<file path="src/rtl/sump_cmd_pkg.sv">
package sump_cmd_pkg;
  localparam int BYTE_W    = 8;
  localparam int DATA_BYTES = 4;
  localparam int WORD_W    = BYTE_W * DATA_BYTES;
  localparam int HALF_W    = WORD_W / 2;
  localparam int ID_LEN    = 4;

  localparam logic [7:0] OP_RESET = 8'h00;
  localparam logic [7:0] OP_RUN   = 8'h01;
  localparam logic [7:0] OP_ID    = 8'h02;
  localparam logic [7:0] OP_META  = 8'h04;
  localparam logic [7:0] OP_DIV   = 8'h80;
  localparam logic [7:0] OP_SIZE  = 8'h81;
  localparam logic [7:0] OP_FLAGS = 8'h82;
  localparam logic [3:0] TRIG_HI  = 4'hC;

  localparam logic [1:0] SEL_MASK  = 2'd0;
  localparam logic [1:0] SEL_VALUE = 2'd1;
  localparam logic [1:0] SEL_CFG   = 2'd2;

  localparam int START_BIT = 3;

  typedef struct packed {
    logic              is_long;
    logic [BYTE_W-1:0] op;
    logic [WORD_W-1:0] payload;
  } cmd_t;

  function automatic logic [WORD_W-1:0] byte_rev(input logic [WORD_W-1:0] w);
    logic [WORD_W-1:0] r;
    for (int i = 0; i < DATA_BYTES; i++)
      r[i*BYTE_W +: BYTE_W] = w[(DATA_BYTES-1-i)*BYTE_W +: BYTE_W];
    return r;
  endfunction

  function automatic logic [HALF_W-1:0] half_swap(input logic [HALF_W-1:0] h);
    return {h[BYTE_W-1:0], h[HALF_W-1:BYTE_W]};
  endfunction

  function automatic logic [BYTE_W-1:0] id_byte(input logic [1:0] idx);
    case (idx)
      2'd0:    return 8'h31;
      2'd1:    return 8'h53;
      2'd2:    return 8'h4C;
      default: return 8'h4F;
    endcase
  endfunction
endpackage

</file>
<file path="src/rtl/sump_cmd_framer.sv">
module sump_cmd_framer
  import sump_cmd_pkg::*;
(
  input  logic              clk,
  input  logic              rst,
  input  logic              rx_valid,
  input  logic [BYTE_W-1:0] rx_data,
  output logic              cmd_valid,
  output cmd_t              cmd
);
  localparam int CW = $clog2(DATA_BYTES + 1);

  logic [CW-1:0]     left_q;
  logic [BYTE_W-1:0] op_q;
  logic [WORD_W-1:0] shift_q;
  logic [WORD_W-1:0] shift_nx;

  assign shift_nx = {shift_q[WORD_W-BYTE_W-1:0], rx_data};

  always_ff @(posedge clk) begin
    if (rst) begin
      left_q    <= '0;
      op_q      <= '0;
      shift_q   <= '0;
      cmd_valid <= 1'b0;
      cmd       <= '0;
    end else begin
      cmd_valid <= 1'b0;
      if (rx_valid) begin
        if (left_q == '0) begin
          if (rx_data[BYTE_W-1]) begin
            op_q    <= rx_data;
            left_q  <= CW'(DATA_BYTES);
            shift_q <= '0;
          end else begin
            cmd_valid   <= 1'b1;
            cmd.is_long <= 1'b0;
            cmd.op      <= rx_data;
            cmd.payload <= '0;
          end
        end else begin
          shift_q <= shift_nx;
          left_q  <= left_q - CW'(1);
          if (left_q == CW'(1)) begin
            cmd_valid   <= 1'b1;
            cmd.is_long <= 1'b1;
            cmd.op      <= op_q;
            cmd.payload <= shift_nx;
          end
        end
      end
    end
  end


  cmd_needs_byte_chk: assert property (@(posedge clk) disable iff (rst)
    cmd_valid |-> $past(rx_valid));


  idle_rx_hold_chk: assert property (@(posedge clk) disable iff (rst)
    !rx_valid |=> ($stable(left_q) && !cmd_valid));


  depth_bound_chk: assert property (@(posedge clk) disable iff (rst)
    (left_q != '0) |=> (left_q <= CW'(DATA_BYTES)));
endmodule

</file>
<file path="src/rtl/sump_cfg_regs.sv">
module sump_cfg_regs
  import sump_cmd_pkg::*;
#(
  parameter int NSTAGE = 4,
  parameter int DIV_W  = 24
) (
  input  logic                     clk,
  input  logic                     rst,
  input  logic                     cmd_valid,
  input  cmd_t                     cmd,
  output logic                     reset_stb,
  output logic                     run_stb,
  output logic                     id_stb,
  output logic                     meta_stb,
  output logic                     wr_stb,
  output logic [BYTE_W-1:0]        wr_op,
  output logic [NSTAGE*WORD_W-1:0] trig_mask,
  output logic [NSTAGE*WORD_W-1:0] trig_value,
  output logic [NSTAGE*WORD_W-1:0] trig_cfg,
  output logic [NSTAGE-1:0]        trig_start,
  output logic [DIV_W-1:0]         divider,
  output logic [HALF_W-1:0]        read_m1,
  output logic [HALF_W-1:0]        delay_m1,
  output logic [HALF_W-1:0]        flags
);
  logic              long_go;
  logic              short_go;
  logic              is_trig;
  logic              known_long;
  logic [1:0]        stage;
  logic [1:0]        sel;
  logic [WORD_W-1:0] rev_p;

  assign long_go  = cmd_valid && cmd.is_long;
  assign short_go = cmd_valid && !cmd.is_long;
  assign stage    = cmd.op[3:2];
  assign sel      = cmd.op[1:0];
  assign rev_p    = byte_rev(cmd.payload);

  always_comb begin
    is_trig    = (cmd.op[7:4] == TRIG_HI) && (sel != 2'd3) && (int'(stage) < NSTAGE);
    known_long = is_trig || (cmd.op == OP_DIV) || (cmd.op == OP_SIZE) || (cmd.op == OP_FLAGS);
  end

  logic [WORD_W-1:0] mask_q  [NSTAGE];
  logic [WORD_W-1:0] value_q [NSTAGE];
  logic [WORD_W-1:0] cfg_q   [NSTAGE];

  for (genvar s = 0; s < NSTAGE; s++) begin : g_stage
    always_ff @(posedge clk) begin
      if (rst) begin
        mask_q[s]  <= '0;
        value_q[s] <= '0;
        cfg_q[s]   <= '0;
      end else if (long_go && is_trig && (stage == 2'(s))) begin
        case (sel)
          SEL_MASK:  mask_q[s]  <= rev_p;
          SEL_VALUE: value_q[s] <= rev_p;
          SEL_CFG:   cfg_q[s]   <= cmd.payload;
          default:   ;
        endcase
      end
    end
    assign trig_mask[s*WORD_W +: WORD_W]  = mask_q[s];
    assign trig_value[s*WORD_W +: WORD_W] = value_q[s];
    assign trig_cfg[s*WORD_W +: WORD_W]   = cfg_q[s];
    assign trig_start[s]                  = cfg_q[s][START_BIT];
  end

  logic [DIV_W-1:0]  div_q;
  logic [HALF_W-1:0] read_q;
  logic [HALF_W-1:0] delay_q;
  logic [HALF_W-1:0] flags_q;

  always_ff @(posedge clk) begin
    if (rst) begin
      div_q   <= '0;
      read_q  <= '0;
      delay_q <= '0;
      flags_q <= '0;
    end else if (long_go) begin
      case (cmd.op)
        OP_DIV:   div_q <= rev_p[DIV_W-1:0];
        OP_SIZE: begin
          read_q  <= half_swap(cmd.payload[WORD_W-1:HALF_W]);
          delay_q <= half_swap(cmd.payload[HALF_W-1:0]);
        end
        OP_FLAGS: flags_q <= half_swap(cmd.payload[WORD_W-1:HALF_W]);
        default:  ;
      endcase
    end
  end

  assign divider  = div_q;
  assign read_m1  = read_q;
  assign delay_m1 = delay_q;
  assign flags    = flags_q;

  always_ff @(posedge clk) begin
    if (rst) begin
      reset_stb <= 1'b0;
      run_stb   <= 1'b0;
      id_stb    <= 1'b0;
      meta_stb  <= 1'b0;
      wr_stb    <= 1'b0;
      wr_op     <= '0;
    end else begin
      reset_stb <= short_go && (cmd.op == OP_RESET);
      run_stb   <= short_go && (cmd.op == OP_RUN);
      id_stb    <= short_go && (cmd.op == OP_ID);
      meta_stb  <= short_go && (cmd.op == OP_META);
      wr_stb    <= long_go && known_long;
      if (long_go && known_long)
        wr_op <= cmd.op;
    end
  end


  strobe_exclusive_chk: assert property (@(posedge clk) disable iff (rst)
    $onehot0({reset_stb, run_stb, id_stb, meta_stb, wr_stb}));


  wr_follows_cmd_chk: assert property (@(posedge clk) disable iff (rst)
    wr_stb |-> $past(cmd_valid && cmd.is_long));


  div_hold_chk: assert property (@(posedge clk) disable iff (rst)
    !(cmd_valid && cmd.is_long && cmd.op == OP_DIV) |=> $stable(div_q));


  flags_hold_chk: assert property (@(posedge clk) disable iff (rst)
    !(cmd_valid && cmd.is_long && cmd.op == OP_FLAGS) |=> $stable(flags_q));


  unknown_no_write_chk: assert property (@(posedge clk) disable iff (rst)
    (cmd_valid && cmd.is_long && !known_long) |=> !wr_stb);
endmodule

</file>
<file path="src/rtl/sump_id_reply.sv">
module sump_id_reply
  import sump_cmd_pkg::*;
(
  input  logic              clk,
  input  logic              rst,
  input  logic              start,
  input  logic              tx_ready,
  output logic              tx_valid,
  output logic [BYTE_W-1:0] tx_data
);
  logic       busy_q;
  logic [1:0] idx_q;

  always_ff @(posedge clk) begin
    if (rst) begin
      busy_q <= 1'b0;
      idx_q  <= '0;
    end else if (start) begin
      busy_q <= 1'b1;
      idx_q  <= '0;
    end else if (busy_q && tx_ready) begin
      if (idx_q == 2'(ID_LEN - 1))
        busy_q <= 1'b0;
      else
        idx_q <= idx_q + 2'd1;
    end
  end

  assign tx_valid = busy_q;
  assign tx_data  = id_byte(idx_q);


  tx_hold_chk: assert property (@(posedge clk) disable iff (rst)
    (tx_valid && !tx_ready && !start) |=> (tx_valid && $stable(tx_data)));


  tx_first_byte_chk: assert property (@(posedge clk) disable iff (rst)
    $rose(tx_valid) |-> (tx_data == 8'h31));
endmodule

</file>
<file path="src/rtl/sump_cmd_decoder.sv">
module sump_cmd_decoder
  import sump_cmd_pkg::*;
#(
  parameter int NSTAGE = 4,
  parameter int DIV_W  = 24
) (
  input  logic                     clk,
  input  logic                     rst,
  input  logic                     rx_valid,
  input  logic [7:0]               rx_data,
  input  logic                     tx_ready,
  output logic                     tx_valid,
  output logic [7:0]               tx_data,
  output logic                     reset_stb,
  output logic                     run_stb,
  output logic                     id_stb,
  output logic                     meta_stb,
  output logic                     wr_stb,
  output logic [7:0]               wr_op,
  output logic [NSTAGE*32-1:0]     trig_mask,
  output logic [NSTAGE*32-1:0]     trig_value,
  output logic [NSTAGE*32-1:0]     trig_cfg,
  output logic [NSTAGE-1:0]        trig_start,
  output logic [DIV_W-1:0]         divider,
  output logic [15:0]              read_m1,
  output logic [15:0]              delay_m1,
  output logic [15:0]              flags,
  output logic                     demux_en,
  output logic                     filter_en,
  output logic                     rle_en,
  output logic [3:0]               group_en
);
  localparam int DEMUX_BIT  = 0;
  localparam int FILTER_BIT = 1;
  localparam int GROUP_LSB  = 2;
  localparam int RLE_BIT    = 8;

  logic cmd_valid;
  cmd_t cmd;
  logic id_go;

  sump_cmd_framer u_framer (
    .clk       (clk),
    .rst       (rst),
    .rx_valid  (rx_valid),
    .rx_data   (rx_data),
    .cmd_valid (cmd_valid),
    .cmd       (cmd)
  );

  sump_cfg_regs #(.NSTAGE(NSTAGE), .DIV_W(DIV_W)) u_regs (
    .clk        (clk),
    .rst        (rst),
    .cmd_valid  (cmd_valid),
    .cmd        (cmd),
    .reset_stb  (reset_stb),
    .run_stb    (run_stb),
    .id_stb     (id_stb),
    .meta_stb   (meta_stb),
    .wr_stb     (wr_stb),
    .wr_op      (wr_op),
    .trig_mask  (trig_mask),
    .trig_value (trig_value),
    .trig_cfg   (trig_cfg),
    .trig_start (trig_start),
    .divider    (divider),
    .read_m1    (read_m1),
    .delay_m1   (delay_m1),
    .flags      (flags)
  );

  assign id_go = cmd_valid && !cmd.is_long && (cmd.op == OP_ID);

  sump_id_reply u_id (
    .clk      (clk),
    .rst      (rst),
    .start    (id_go),
    .tx_ready (tx_ready),
    .tx_valid (tx_valid),
    .tx_data  (tx_data)
  );

  assign demux_en  = flags[DEMUX_BIT];
  assign filter_en = flags[FILTER_BIT];
  assign rle_en    = flags[RLE_BIT];
  assign group_en  = ~flags[GROUP_LSB +: 4];


  id_pairs_tx_chk: assert property (@(posedge clk) disable iff (rst)
    id_stb |-> tx_valid);
endmodule

</file>
<file path="config.mk">
export PLATFORM = sky130hd
export DESIGN_NAME = sump_cmd_decoder
export DESIGN_NICKNAME = d
export VERILOG_FILES = /design/src/rtl/sump_cmd_pkg.sv /design/src/rtl/sump_cmd_framer.sv /design/src/rtl/sump_cfg_regs.sv /design/src/rtl/sump_id_reply.sv /design/src/rtl/sump_cmd_decoder.sv
export SDC_FILE = /design/constraint.sdc
export NUM_CORES = 1
export LEC_CHECK = 0
export ABC_AREA = 1
export BUFFER_PORTS_ARGS = -buffer_cell sky130_fd_sc_hd__buf_2
export CAP_MARGIN = 20
export CORE_UTILIZATION = 53
export DETAILED_ROUTE_END_ITERATION = 16
export GPL_TIMING_DRIVEN = 0
export HOLD_SLACK_MARGIN = 0.05
export PLACE_DENSITY = 0.84
export SYNTH_ARGS = -nofsm -noshare
export SYNTH_HDL_FRONTEND = slang
export SYNTH_HIERARCHICAL = 1
export SYNTH_SLANG_ARGS = --single-unit
</file>
<file path="constraint.sdc">
create_clock -name clk -period 4.2 [get_ports clk]
set_input_delay 0.21 -clock clk [delete_from_list [all_inputs] [get_ports clk]]
set_output_delay 0.21 -clock clk [all_outputs]
set_load 0.02 [all_outputs]
</file>
==> results.py <==
metrics = {
    "grt": {
        "grt_usage_pct": 31.7,
        "grt_max_degree": 33,
        "overflow": 0,
        "grt_pass1_wl_um": 90200,
        "antenna_found_initial": 0,
        "first_global_vias": 14659,
    },
    "synth": {
        "synth_edf_count": 384,
        "synthCells": 1782,
        "syn_area_um2": 20300,
        "yosysTopAreaCell": "edfxtp_1",
        "ys_async_sr_fraction_pct": 0,
        "yosysTopAreaCellShare_pct": 56.8,
        "syn_nets": 1801,
        "synth_area_leaders": "edfxtp_1, dfxtp_1, nor2_1",
        "ys.warnings.count": 6,
        "ys_ff_latch": 549,
        "synthDistinctLibCells": 31,
        "ys_seq_area_share_pct": 73.1,
        "avgSynthCellArea_um2": 11.4,
        "yosys_most_used_dff": "edfxtp_1",
    },
    "die": {
        "core-area_um2": 37700,
        "num_rows": 71,
        "dieHeight_um": 198,
        "ios": 501,
        "die_w_um": 198,
        "start_util_pct": 53.9,
        "dieArea_um2": 39100,
    },
    "timing": {
        "clock_skew_ps": 20.5,
        "finalHoldViolCount": 0,
        "clock.fmax_mhz": 288,
        "report.final.slew_viol_count": 0,
        "worst_slew_pin_slew_ps": 1050,
        "setup_viol": 0,
        "max_slew_margin_pct": 29.9,
        "fin_crit_ps": 3480,
        "min_period_over_period_pct": 82.8,
        "rsz0062_at_grt": "no",
        "whs_ps": 432,
    },
    "clock_network": {
        "clkTransAtPathRegs_ps": 60,
        "ctsResizeCount": 0,
        "cts.sink_count": 549,
        "ctsLongestPathBuffers": 3,
        "cts_made_buffers": 52,
        "clk_latency_ps": 590,
        "tritoncts": "yes",
        "htree_levels": 2,
        "clockRootBuffer": "clkbuf_16",
    },
    "flow_run": {
        "max_cap_viol_count": 0,
    },
    "power": {
        "power_density_nw_per_um2": 447,
        "power_mw": 11.5,
        "ir_worst_vdd_uv": 295,
        "p_leak_nw": 10.3,
    },
    "layout": {
        "layout_commonest_cell": "buf_2",
        "multi_input_area_um2": 4380,
        "area.sequential_um2": 14800,
        "drive_above_1_share_pct": 29.0,
        "syn_to_final_growth_pct": 26.2,
        "final_area_um2": 25600,
        "layout_common_cells": "buf_2, nor2_1, edfxtp_1",
        "num_antenna_cells": 0,
        "fill_cells": 2653,
        "nNetsFinal": 2375,
    },
    "critical_path": {
        "slowest_stage": "clkbuf_1",
        "critPathMostFrequentCell": "buf_2",
        "cp_max_fo": 17,
        "crit_type": "primary input to flip-flop",
        "startpoint": "rst",
        "critPathLaunchType": "primary input",
        "r2r-start": "u_framer/cmd[40]$_SDFFE_PP0P_",
        "worstPathCellList": "dlygate4sd3_1 > buf_2 > buf_2 > clkinv_1 > buf_2 > clkbuf_1 > nand2_1 > buf_16",
        "cp_data_required_time_ps": 4530,
        "cpPeakStageDelay_ps": 820,
        "end_kind": "flip-flop",
        "critical_path_arrival_ps": 3800,
    },
    "routing": {
        "drt-pass1-iter-count": 6,
        "postRouteAntennaNets": 0,
        "drt_iter0_markers": 1842,
        "viasPerCell": 5.41,
        "drc": 0,
        "num_vias": 15717,
        "drt-total-wl_um": 63200,
        "detail_route.wl_per_cell_um": 21.7,
    },
    "run_status": {
        "status": "finished clean",
    },
    "place": {
        "dp_hpwl_um": 46200,
        "port_buffers": 498,
        "placed_area_um2": 23800,
        "finalWeightedCongestion": 0.960,
    },
    "min_path": {
        "hold_path_class": "primary input to flip-flop",
        "min_from": "rx_data[5]",
    },
}
critical path, delay by kind of cell:
kind | cells | cell delay (ps)
buffers and inverters | 7 | 2740
AND/OR/NAND/NOR | 1 | 820
layer usage:
metal / wire [um] / vias up / global-route usage [%]
li1: - / 7005 / -
met1: 21700 / 7454 / 37.2
met2: 31500 / 1048 / 54.7
met3: 6040 / 210 / 5.24
met4: 4000 / 0 / 19.1
met5: 0 / - / 0
layout make-up:
class	count	area share [%]
sequential	549	57.9
tap	511	2.50
timing repair buffer	520	11.2
buffer	134	3.12
clock inverter	24	1.06
clock buffer	70	5.54
inverter	103	1.51
multi-input combinational	996	17.1
worst paths after layout:
path / end / slack, ps / cells past startpoint
worst max register to register: u_regs/mask_q[3][13]$_SDFFCE_PN0P_ / 1530 / 5
worst max-delay path: u_regs/value_q[0][6]$_SDFFCE_PN0P_ / 720 / 8
worst min register to register: u_regs/wr_op[5]$_SDFFE_PP0P_ / 440 / 2
worst min-delay path: u_framer/op_q[5]$_SDFFE_PP0P_ / 430 / 4
through the flow:
step | std cells | util [%] | setup WS, ps | TNS [ps]
6_report | 2907 | 68.0 | 724 | 0
5_1_grt | 2907 | 68.0 | 585 | 0
4_1_cts | 2907 | 68.0 | 780 | 0
3_5_place_dp | 2801 | 63.2 | 705 | 0
3_3_place_gp | 2791 | 62.2 | -1420 | -309710
2_1_floorplan | 1782 | - | 424 | 0
cell families after synthesis:
logic type / after synthesis / share of synthesized area (%)
adders and majority gates: 7 / 0.432
AOI/OAI and AO/OA: 171 / 4.23
buffers and inverters: 237 / 5.84
other: 1 / 0.0185
DFF: 549 / 73.1
and+or+nand+nor: 817 / 16.4
what timing repair did:
action | in CTS | in global routing
setup buffers | 0 | 0
hold buffers | 12 | 0
endpoints found under the hold margin | 26 | 0
synthesized netlist by cell type, types with 3 or more instances:
| cell type | n |
|---|---|
| inv_2 | 4 |
| nand2_2 | 11 |
| nor3_1 | 5 |
| o21ai_0 | 47 |
| nand2_1 | 215 |
| inv_1 | 97 |
| dfxtp_1 | 165 |
| or2_2 | 3 |
| clkbuf_1 | 69 |
| nor2_1 | 470 |
| o21ai_1 | 12 |
| a21oi_1 | 111 |
| edfxtp_1 | 384 |
| buf_4 | 17 |
| buf_2 | 19 |
| nand3_1 | 89 |
| nor2_2 | 14 |
| buf_6 | 25 |
| ha_1 | 7 |
state kept, by name, summed over array words and instances (netlist names):
register,count
u_regs/id_stb,1
u_regs/read_m1,16
u_framer/left_q,3
u_regs/delay_m1,16
u_regs/wr_stb,1
u_framer/shift_q,24
u_id/tx_valid,1
u_regs/cfg_q,128
u_id/idx_q,2
u_regs/divider,24
u_regs/meta_stb,1
u_regs/wr_op,8
u_regs/mask_q,128
u_regs/value_q,128
u_regs/reset_stb,1
u_regs/run_stb,1
u_framer/op_q,8
u_framer/cmd,41
u_regs/flags,16
u_framer/cmd_valid,1
report_power, final:
part | switching [mW] | internal [mW]
registers | 0.0731 | 5.93
logic | 0.588 | 0.207
clock network | 1.97 | 2.68
total | 2.63 | 8.82
Power figures use the tool's default switching activity.
